==> config.mk <==
export PLATFORM = sky130hd
export DESIGN_NAME = pin_xbar
export DESIGN_NICKNAME = d
export VERILOG_FILES = /design/src/rtl/pin_xbar_pkg.sv /design/src/rtl/pin_xbar_cfg.sv /design/src/rtl/pin_xbar_pin_dec.sv /design/src/rtl/pin_xbar_in_merge.sv /design/src/rtl/pin_xbar.sv
export SDC_FILE = /design/constraint.sdc
export NUM_CORES = 1
export LEC_CHECK = 0
export CAP_MARGIN = 40
export CELL_PAD_IN_SITES_DETAIL_PLACEMENT = 1
export CELL_PAD_IN_SITES_GLOBAL_PLACEMENT = 2
export CORE_MARGIN = 2
export CORE_UTILIZATION = 32
export DETAILED_ROUTE_END_ITERATION = 8
export PLACE_DENSITY = 0.75
export SLEW_MARGIN = 20
export SYNTH_ARGS = -nofsm -noshare
export SYNTH_HDL_FRONTEND = slang
export SYNTH_SLANG_ARGS = --single-unit
==> constraint.sdc <==
create_clock -name clk -period 2.4 [get_ports clk]
set_clock_uncertainty 0.2 [all_clocks]
set_input_delay 0.24 -clock clk [delete_from_list [all_inputs] [get_ports clk]]
set_output_delay 0.24 -clock clk [all_outputs]
set_load 0.02 [all_outputs]
==> src/rtl/pin_xbar_pkg.sv <==
package pin_xbar_pkg;

  localparam int SEL_W    = 8;
  localparam int NUM_FIN  = 7;
  localparam int NUM_FOUT = 3;

  localparam int FIN_A   = 0;
  localparam int FIN_SDI = 6;

  localparam int FOUT_SCK = 0;
  localparam int FOUT_SDO = 1;
  localparam int FOUT_CS  = 2;

  localparam logic [SEL_W-1:0] CODE_OFF  = 8'h00;
  localparam logic [SEL_W-1:0] CODE_LOW  = 8'h01;
  localparam logic [SEL_W-1:0] CODE_HIGH = 8'h02;
  localparam logic [SEL_W-1:0] CODE_HIZ  = 8'h03;
  localparam logic [SEL_W-1:0] CODE_A    = 8'h04;
  localparam logic [SEL_W-1:0] CODE_SCK  = 8'h0A;
  localparam logic [SEL_W-1:0] CODE_SDI  = 8'h0B;
  localparam logic [SEL_W-1:0] CODE_SDO  = 8'h0C;
  localparam logic [SEL_W-1:0] CODE_CS   = 8'h0D;

  // selection code that feeds function input k
  function automatic logic [SEL_W-1:0] fin_code(input int k);
    if (k == FIN_SDI) return CODE_SDI;
    return CODE_A + SEL_W'(k);
  endfunction

endpackage

==> src/rtl/pin_xbar_cfg.sv <==
module pin_xbar_cfg
  import pin_xbar_pkg::*;
#(
  parameter int NUM_PINS = 24
) (
  input  logic                              clk,
  input  logic                              rst,
  input  logic [$clog2(NUM_PINS)-1:0]       cfg_addr,
  input  logic                              cfg_we,
  input  logic [SEL_W-1:0]                  cfg_wdata,
  output logic [SEL_W-1:0]                  cfg_rdata,
  output logic [NUM_PINS-1:0][SEL_W-1:0]    sel_o
);

  localparam int AW = $clog2(NUM_PINS);
  localparam logic [AW-1:0] LAST_ADDR = AW'(NUM_PINS - 1);

  logic [NUM_PINS-1:0][SEL_W-1:0] sel_q;
  logic                           in_rng;

  assign in_rng = (cfg_addr <= LAST_ADDR);
  assign sel_o  = sel_q;

  always_ff @(posedge clk) begin
    if (rst) begin
      sel_q     <= '0;
      cfg_rdata <= '0;
    end else begin
      if (cfg_we && in_rng) sel_q[cfg_addr] <= cfg_wdata;
      cfg_rdata <= in_rng ? sel_q[cfg_addr] : '0;
    end
  end

  // a write to a valid address lands in the addressed byte
  a_r2_write_lands: assert property (@(posedge clk) disable iff (rst)
    (cfg_we && in_rng) |=> sel_q[$past(cfg_addr)] == $past(cfg_wdata));

  // reads outside the pin range return zero
  a_r9_oob_read_zero: assert property (@(posedge clk) disable iff (rst)
    !in_rng |=> cfg_rdata == '0);

  // read-back is cleared by reset
  a_r1_rdata_reset: assert property (@(posedge clk) disable iff (rst)
    $past(rst) |-> cfg_rdata == '0);

endmodule

==> src/rtl/pin_xbar_pin_dec.sv <==
module pin_xbar_pin_dec
  import pin_xbar_pkg::*;
(
  input  logic [SEL_W-1:0]    sel,
  input  logic [NUM_FOUT-1:0] func_out,
  input  logic                pin_in,
  output logic                pin_o,
  output logic                pin_oe,
  output logic [NUM_FIN-1:0]  in_hit
);

  // output side
  always_comb begin
    pin_o  = 1'b0;
    pin_oe = 1'b0;
    case (sel)
      CODE_LOW:  pin_oe = 1'b1;
      CODE_HIGH: begin pin_oe = 1'b1; pin_o = 1'b1; end
      CODE_SCK:  begin pin_oe = 1'b1; pin_o = func_out[FOUT_SCK]; end
      CODE_SDO:  begin pin_oe = 1'b1; pin_o = func_out[FOUT_SDO]; end
      CODE_CS:   begin pin_oe = 1'b1; pin_o = func_out[FOUT_CS];  end
      default:   ;
    endcase
  end

  // input side: one comparator per function input
  for (genvar k = 0; k < NUM_FIN; k++) begin : g_hit
    assign in_hit[k] = pin_in && (sel == fin_code(k));
  end

endmodule

==> src/rtl/pin_xbar_in_merge.sv <==
module pin_xbar_in_merge
  import pin_xbar_pkg::*;
#(
  parameter int NUM_PINS = 24
) (
  input  logic [NUM_PINS-1:0][NUM_FIN-1:0] hits,
  output logic [NUM_FIN-1:0]               func_in
);

  always_comb begin
    func_in = '0;
    for (int p = 0; p < NUM_PINS; p++) func_in = func_in | hits[p];
  end

endmodule

==> src/rtl/pin_xbar.sv <==
module pin_xbar
  import pin_xbar_pkg::*;
#(
  parameter int NUM_PINS = 24
) (
  input  logic                        clk,
  input  logic                        rst,
  input  logic [$clog2(NUM_PINS)-1:0] cfg_addr,
  input  logic                        cfg_we,
  input  logic [SEL_W-1:0]            cfg_wdata,
  output logic [SEL_W-1:0]            cfg_rdata,
  input  logic [NUM_FOUT-1:0]         func_out,
  output logic [NUM_FIN-1:0]          func_in,
  input  logic [NUM_PINS-1:0]         pin_i,
  output logic [NUM_PINS-1:0]         pin_o,
  output logic [NUM_PINS-1:0]         pin_oe
);

  logic [NUM_PINS-1:0][SEL_W-1:0]   sel;
  logic [NUM_PINS-1:0][NUM_FIN-1:0] hits;

  pin_xbar_cfg #(.NUM_PINS(NUM_PINS)) i_cfg (
    .clk       (clk),
    .rst       (rst),
    .cfg_addr  (cfg_addr),
    .cfg_we    (cfg_we),
    .cfg_wdata (cfg_wdata),
    .cfg_rdata (cfg_rdata),
    .sel_o     (sel)
  );

  for (genvar p = 0; p < NUM_PINS; p++) begin : g_pin
    pin_xbar_pin_dec i_dec (
      .sel      (sel[p]),
      .func_out (func_out),
      .pin_in   (pin_i[p]),
      .pin_o    (pin_o[p]),
      .pin_oe   (pin_oe[p]),
      .in_hit   (hits[p])
    );

    // disabled and unassigned codes float the pin
    a_r4_unused_hiz: assert property (@(posedge clk) disable iff (rst)
      (sel[p] == CODE_OFF || sel[p] > CODE_CS) |-> (!pin_oe[p] && !pin_o[p]));

    // serial clock fans out to every pin that selects it
    a_r5_sck_fanout: assert property (@(posedge clk) disable iff (rst)
      (sel[p] == CODE_SCK) |-> (pin_oe[p] && pin_o[p] == func_out[FOUT_SCK]));

    // input-selected pins never drive
    a_r6_input_no_drive: assert property (@(posedge clk) disable iff (rst)
      ((sel[p] >= CODE_A && sel[p] < CODE_SCK) || sel[p] == CODE_SDI) |-> !pin_oe[p]);

    for (genvar k = 0; k < NUM_FIN; k++) begin : g_src
      // a high pin forces its selected function input high
      a_r7_or_source: assert property (@(posedge clk) disable iff (rst)
        (sel[p] == fin_code(k) && pin_i[p]) |-> func_in[k]);
    end
  end

  pin_xbar_in_merge #(.NUM_PINS(NUM_PINS)) i_merge (
    .hits    (hits),
    .func_in (func_in)
  );

  // every pin floats right after reset
  a_r1_reset_hiz: assert property (@(posedge clk) disable iff (rst)
    $past(rst) |-> (pin_oe == '0 && pin_o == '0));

endmodule

==> Word-level counts from Yosys, hierarchy flattened <==
Cells that the tools add are included.
{ "totals": {"wordCells": 588, "register_bits": 200, "input_bits": 43, "out_inout_bits": 63} }
{ "op_classes": {"n_eq_ne": 288, "reduce_logical": 195, "n_mux": 53, "n_lt_le_gt_ge": 3, "bitwise_logic": 24} }
{ "op_table": {"columns": ["operator", "count"], "rows": [
  ["$eq A8 B4 Y1 const B", 144],
  ["$eq A8 B3 Y1 const B", 96],
  ["$bwmux W192", 1],
  ["$eq A8 B1 Y1 const B", 24],
  ["$eq A8 B2 Y1 const B", 24],
  ["$logic_and A1 B1 Y1", 170],
  ["$or A7 B7 Y7", 23],
  ["$reduce_or A5 Y1", 24],
  ["$pmux W1 S4", 24],
  ["$bmux W8 S5", 1],
  ["$demux W8 S5", 1],
  ["$mux W1", 24],
  ["$mux W8", 2],
  ["$lt A5 B6 Y1 const B", 1],
  ["$ge A5 B1 Y1 const B", 1],
  ["$le A5 B5 Y1 const B", 1],
  ["$reduce_or A2 Y1", 1],
  ["$not A1 Y1", 1]
]} }

==> Logic depth before layout (Yosys ltp) <==
{ "depth": {"depth_word": 25, "ltp_mapped": 8, "depth_no_buf": 5} }

==> Hierarchy <==
Synthesis repeated with hierarchy kept, for this count alone.
{ "hier_totals": {"hier_cells": 1522, "hier_area_um2": 13153.9} }
{ "modules_own_cells": {"columns": ["mod", "area_each_um2", "cells_each", "seq_area_each_um2", "n_inst"], "rows": [
  ["pin_xbar_cfg", 8861.0, 842, 4003.8, 1],
  ["pin_xbar_pin_dec", 163.9, 26, 0.0, 24],
  ["pin_xbar_in_merge", 359.1, 56, 0.0, 1]
]} }

==> Worst setup path before layout <==
No wires, ideal clock.
{ "synth_path": {"path_type": "register to output", "start": "register i_cfg.sel_q, in the netlist i_cfg.sel_o[4]", "end": "output func_in[1]", "stages_incl_launch_ff": 7, "arrival_time_ns": 1.971, "path_buffers": 1, "required_time_ns": 1.960, "slack_ns": -0.011, "path_cell_list": "dfxtp_1 -> or4_1 -> clkbuf_1 -> or4b_2 -> o2111ai_1 -> a2111oi_0 -> nand3_1"} }
{ "synth_between": {"elab_chain_len": 25} }
{ "synth_lines": {"columns": ["element", "line", "source"], "rows": [
  ["start, declared", "pin_xbar_cfg.sv:18", "logic [NUM_PINS-1:0][SEL_W-1:0] sel_q;"],
  ["start signal, assigned by index", "pin_xbar_cfg.sv:29", "if (cfg_we && in_rng) sel_q[cfg_addr] <= cfg_wdata;"],
  ["$eq A8 B3 Y1", "pin_xbar_pin_dec.sv:28", "assign in_hit[k] = pin_in && (sel == fin_code(k));"],
  ["$logic_and A1 B1 Y1", "pin_xbar_pin_dec.sv:28", null],
  ["$or A7 B7 Y7 (23 in a row)", "pin_xbar_in_merge.sv:12", "for (int p = 0; p < NUM_PINS; p++) func_in = func_in | hits[p];"],
  ["end, declared", "pin_xbar.sv:13", "output logic [NUM_FIN-1:0] func_in,"]
]} }
No other way between the ends.

==> Final worst setup path <==
{ "layout_path": {"start": "register i_cfg.sel_q, in the netlist i_cfg.sel_o[172]", "end": "output func_in[0]"} }
{ "layout_between": {"elab_chain_len": 5} }
{ "layout_lines": {"columns": ["element", "line"], "rows": [
  ["$eq A8 B3 Y1", "pin_xbar_pin_dec.sv:28"],
  ["$logic_and A1 B1 Y1", "pin_xbar_pin_dec.sv:28"],
  ["$or A7 B7 Y7 (3 in a row)", "pin_xbar_in_merge.sv:12"]
]} }
No other way between the ends.

==> results list <==
- Relative to the synthesized area, the layout overhead comes to 46.28%.
- Die Width: between 200 and 250 um
- Syn. warnings: 0
* Via count of the first global-routing pass: roughly 16k
- Count of maximum capacitance violations: 0
- Number of antenna violations at the first check in global routing: 2
- In this design, the largest share of critical-path delay is due to simple AND/OR/NAND/NOR gates.
- In this run, synthesis produced a sequential element count of 200.
* IO Pins: between 100 and 150
- Port-buffer cells: around 110
* Total buffers and inverters traversed by the critical path: 3
* Hold Fails Final Rpt: 0
* Die span in y: 205.9 um
* RSZ-0062 raised after global routing: yes
- Count of H-tree levels built during CTS: 4
- The count of nets left with antenna violations once routing finished came out at 0.
- Wire length after detailed routing: a little under 70,000 um
- Walking the worst path, the cells encountered are or3_4, or4b_4, buf_6, nor2b_4, a2111oi_2, nand4_1, buf_4, buf_6.
- The worst hold path begins at i_cfg.sel_o[148].
- The worst pin sits at a relative slew slack of between 50% and 60%.
- Power spread over the standard cell area amounts to ~390 nW/um^2.
- The flow ran to the end, but the final reports show violations.
- After synthesis, the share of flip-flops with an asynchronous set or reset is 0%.
* Total half-perimeter wirelength after legalization and detailed placement: approximately 52,000 um
- After global routing the overflow that remains totals 0.
* Final setup violation count: 8
* Leading area contributor after synthesis: sky130_fd_sc_hd__dfxtp_1
- After the flow finishes, the layout carries non-filler instances totaling 2,644.
- The first routing iteration left 1,378 violations.
* Area of the mapped netlist: between 10,000 and 15,000 um^2
- IR analysis of the VDD net gives a maximum drop of about 0.5 mV.
- The path class of the tightest hold or removal check is reg2reg.
- The analysis attributes to cell leakage a power of 7.274 nW.
- Proportion of layout cells with a drive suffix above 1: about 37%
- The clock passes through at most 2 buffers.
- The synthesized netlist devotes 34.41% of its cell area to simple gates.
- Number of nets produced by synthesis: 1,737
- Final layout net count: ~2.1k
* Register Area: ~4100 um^2
- The filler cells instantiated in the layout total about 4.8k.
- The smallest clock period supported by the final layout is computed as roughly 2.9 ns.
- Clk sinks: 200
- Final Wtd Congestion: about 1
* Number of detailed-route iterations in the first pass: 6
- Via-to-Cell Ratio: 5.905
- Once routing completed, OpenROAD measured the worst setup slack at -0.5492 ns.
- For the pin with the worst max-slew slack, the measured transition is approximately 0.6 ns.
- Final Slew Violations: 0
* CP arrival: about 2.5 ns
* Post-synth EDFFs: 0
- Ratio of final minimum period to clock period: 122.9%
* Critical Path Source: i_cfg.sel_o[172]
* Ys flop type: sky130_fd_sc_hd__dfxtp_1
* Largest net degree at the start of global routing: slightly below 90
- Initial cell density of the core: 32.62%
* Routed wire length per instance: approximately 26 um
- In the final layout, the multi-input gates occupy between 8000 and 9000 um^2.
- Critical path endpoint category: output pin
* Synth Area in Compound Gates: 13.21%
- STA classifies the critical path startpoint as a register.
- Xor/xnor share of the synthesized area: 0%
- By area, the combinational part of the netlist is dominated by simple AND/OR/NAND/NOR gates.
- Top cell by count, worst path: sky130_fd_sc_hd__buf_6
* Total Die Area: around 42,000 um^2
- For this run, the slowest stage of the critical path takes between 0.5 and 0.6 ns.
- Wire length of the first global-routing pass: 101,800 um
- Portion of synthesized cell area occupied by the leading cell type: approximately 31%
* All-layer global routing usage: between 30% and 40%
- Row generation in the floorplan step produced 73 rows.
* TritonCTS clock tree: yes
- Cells fill ~48% of the core in the end.
- Total core area: between 40,000 and 50,000 um^2
- # placed instances: between 2k and 3k
* Unique cell type count in the Yosys netlist: 56
* Crit-path slowest cell: sky130_fd_sc_hd__or4b_4
- Via count of the routed design: 15.61k
- The final reports fail on negative setup slack.
* Max FO, Critical Path: 3
* Proportion of synthesized area in mux cells: 13.81%
* Post-synthesis cell count: between 1.5k and 2k
- Remaining DRCs: 0
- The worst register-to-register path begins at i_cfg.sel_o[136].
* CTS buffer count: 17
- The critical path is of the reg2out type.
- Biggest area contributors in the synthesized netlist: sky130_fd_sc_hd__dfxtp_1, sky130_fd_sc_hd__mux4_2, sky130_fd_sc_hd__a21oi_1
- Fmax: roughly 0.34 GHz
* Portion of the post-synthesis area used by sequential elements: 30.68%
- Synth Area per Inst: roughly 7.7 um^2
- Worst-skew pair later-pin latency: between 0.4 and 0.5 ns
* Worst Path Required: 1.96 ns
- The cell sitting at the root of the clock tree is a sky130_fd_sc_hd__clkbuf_16.
* Synthesized-area fraction occupied by adder cells: 0%
- After clock tree synthesis, the clock-pin slew on the worst setup and hold paths is approximately 0.08 ns.
cells by family (layout without fill, tap and decap cells):
kind of cell / after synthesis / count (layout)
other: 0 / 2
AND/OR/NAND/NOR: 860 / 860
AO/OA/AOI/OAI: 295 / 295
buffers and inverters: 219 / 642
flip-flops: 200 / 200
multiplexers: 120 / 120
synth_stat cells, types with 15 or more instances:
| master | number |
|---|---|
| sky130_fd_sc_hd__a22oi_1 | 25 |
| sky130_fd_sc_hd__nor4_1 | 34 |
| sky130_fd_sc_hd__nor2_1 | 123 |
| sky130_fd_sc_hd__nand2_1 | 242 |
| sky130_fd_sc_hd__nand4b_1 | 21 |
| sky130_fd_sc_hd__nand3_1 | 180 |
| sky130_fd_sc_hd__nand3b_1 | 29 |
| sky130_fd_sc_hd__inv_1 | 15 |
| sky130_fd_sc_hd__buf_4 | 49 |
| sky130_fd_sc_hd__clkbuf_1 | 139 |
| sky130_fd_sc_hd__a21oi_1 | 187 |
| sky130_fd_sc_hd__nand4_1 | 31 |
| sky130_fd_sc_hd__dfxtp_1 | 200 |
| sky130_fd_sc_hd__nor3_1 | 55 |
| sky130_fd_sc_hd__nor3b_1 | 26 |
| sky130_fd_sc_hd__mux2i_1 | 72 |
| sky130_fd_sc_hd__nor2b_1 | 20 |
| sky130_fd_sc_hd__mux4_2 | 48 |
| sky130_fd_sc_hd__and3b_1 | 18 |
worst paths after layout:
kind | end | slack (ns) | cells after the start
setup / recovery | func_in[0] | -0.55 | 8
setup reg to reg | i_cfg.cfg_rdata[0] | 0.34 | 7
hold reg to reg | i_cfg.sel_o[148] | 0.29 | 2
hold / removal | i_cfg.sel_o[148] | 0.29 | 2
layout make-up:
class | instances | area share [%]
timing repair buffer | 594 | 25.73
multi-input combinational | 1275 | 45.97
sequential | 200 | 21.30
antenna | 2 | 0.02622
clock buffer | 17 | 2.228
inverter | 16 | 0.3146
clock inverter | 15 | 0.9832
tap | 525 | 3.441
state kept, by name (all words and copies together), names as in the netlist:
| signal | count |
|---|---|
| i_cfg.cfg_rdata | 8 |
| i_cfg.sel_o | 192 |
cells in the final DEF, fill, tap and decap left out, types with 7 or more instances in the layout:
cell,n
sky130_fd_sc_hd__nand4b_1,21
sky130_fd_sc_hd__o22ai_1,7
sky130_fd_sc_hd__nor4_2,7
sky130_fd_sc_hd__nor3_1,38
sky130_fd_sc_hd__nand3_1,178
sky130_fd_sc_hd__nor3_4,7
sky130_fd_sc_hd__buf_4,457
sky130_fd_sc_hd__dfxtp_2,44
sky130_fd_sc_hd__nor2b_1,17
sky130_fd_sc_hd__nand2_1,241
sky130_fd_sc_hd__and3b_1,17
sky130_fd_sc_hd__o21a_1,8
sky130_fd_sc_hd__buf_12,21
sky130_fd_sc_hd__mux2i_1,72
sky130_fd_sc_hd__nor3_2,13
sky130_fd_sc_hd__mux4_2,48
sky130_fd_sc_hd__clkbuf_16,17
sky130_fd_sc_hd__nor2_2,10
sky130_fd_sc_hd__nor4_1,18
sky130_fd_sc_hd__buf_2,15
sky130_fd_sc_hd__inv_1,15
sky130_fd_sc_hd__a21oi_1,182
sky130_fd_sc_hd__clkbuf_2,12
sky130_fd_sc_hd__a22oi_1,25
sky130_fd_sc_hd__nand4_1,31
sky130_fd_sc_hd__dfxtp_1,154
sky130_fd_sc_hd__a31oi_1,13
sky130_fd_sc_hd__nor3b_2,9
sky130_fd_sc_hd__o21ai_0,11
sky130_fd_sc_hd__nand3b_1,29
sky130_fd_sc_hd__nor3b_1,17
sky130_fd_sc_hd__clkdlybuf4s50_1,47
sky130_fd_sc_hd__or4_4,10
sky130_fd_sc_hd__nor4_4,10
sky130_fd_sc_hd__buf_6,32
sky130_fd_sc_hd__nor2_1,112
sky130_fd_sc_hd__or3_1,9
power breakdown:
part	leakage, nW	total, W	switching, W	internal, W
Sequential	1.64	0.00335	0.0000164	0.00333
Clock	0.294	0.00313	0.00155	0.00158
Combinational	5.34	0.000961	0.000585	0.000377
layer usage:
metal | share of wire [%] | global-route usage (%) | vias up
li1 | - | - | 6985
met2 | 46 | 51.79 | 628
met3 | 7.4 | 7.411 | 152
met4 | 4.3 | 14.69 | 2
met1 | 43 | 43.05 | 7847
met5 | 0.014 | 0 | -
worst register-to-register path, delay by kind of cell (launching register included):
kind / cells / cell delay (ns)
buffers and inverters: 4 / 0.62
AOI/OAI and AO/OA: 2 / 0.34
muxes: 1 / 0.47
DFF: 1 / 0.33
repair_timing:
action	in CTS	in global routing
setup endpoints to repair	55	44
endpoints found under the hold margin	27	0
hold buffers	1	0
setup buffers	8	4
pin swaps	33	29
gates resized for setup	319	109
stage by stage:
| stage | hold WS, ns | worst slack [ns] | instance area [um^2] | total power [W] | setup TNS [ns] |
|---|---|---|---|---|---|
| after floorplan | 0.1875 | 0.01876 | 13050 | 0.003808 | 0 |
| after global placement | 0.2744 | -0.9243 | 17700 | 0.004325 | -13.56 |
| after detailed placement | 0.2875 | -0.9224 | 17700 | 0.004342 | -18.43 |
| after CTS | 0.3081 | -0.5731 | 18910 | 0.007464 | -3.599 |
| after global routing | 0.3307 | -0.5945 | 19080 | 0.007662 | -3.963 |
| final | 0.2937 | -0.5492 | 19090 | 0.007438 | -3.605 |
No activity file was read; power rests on OpenSTA's default activity.
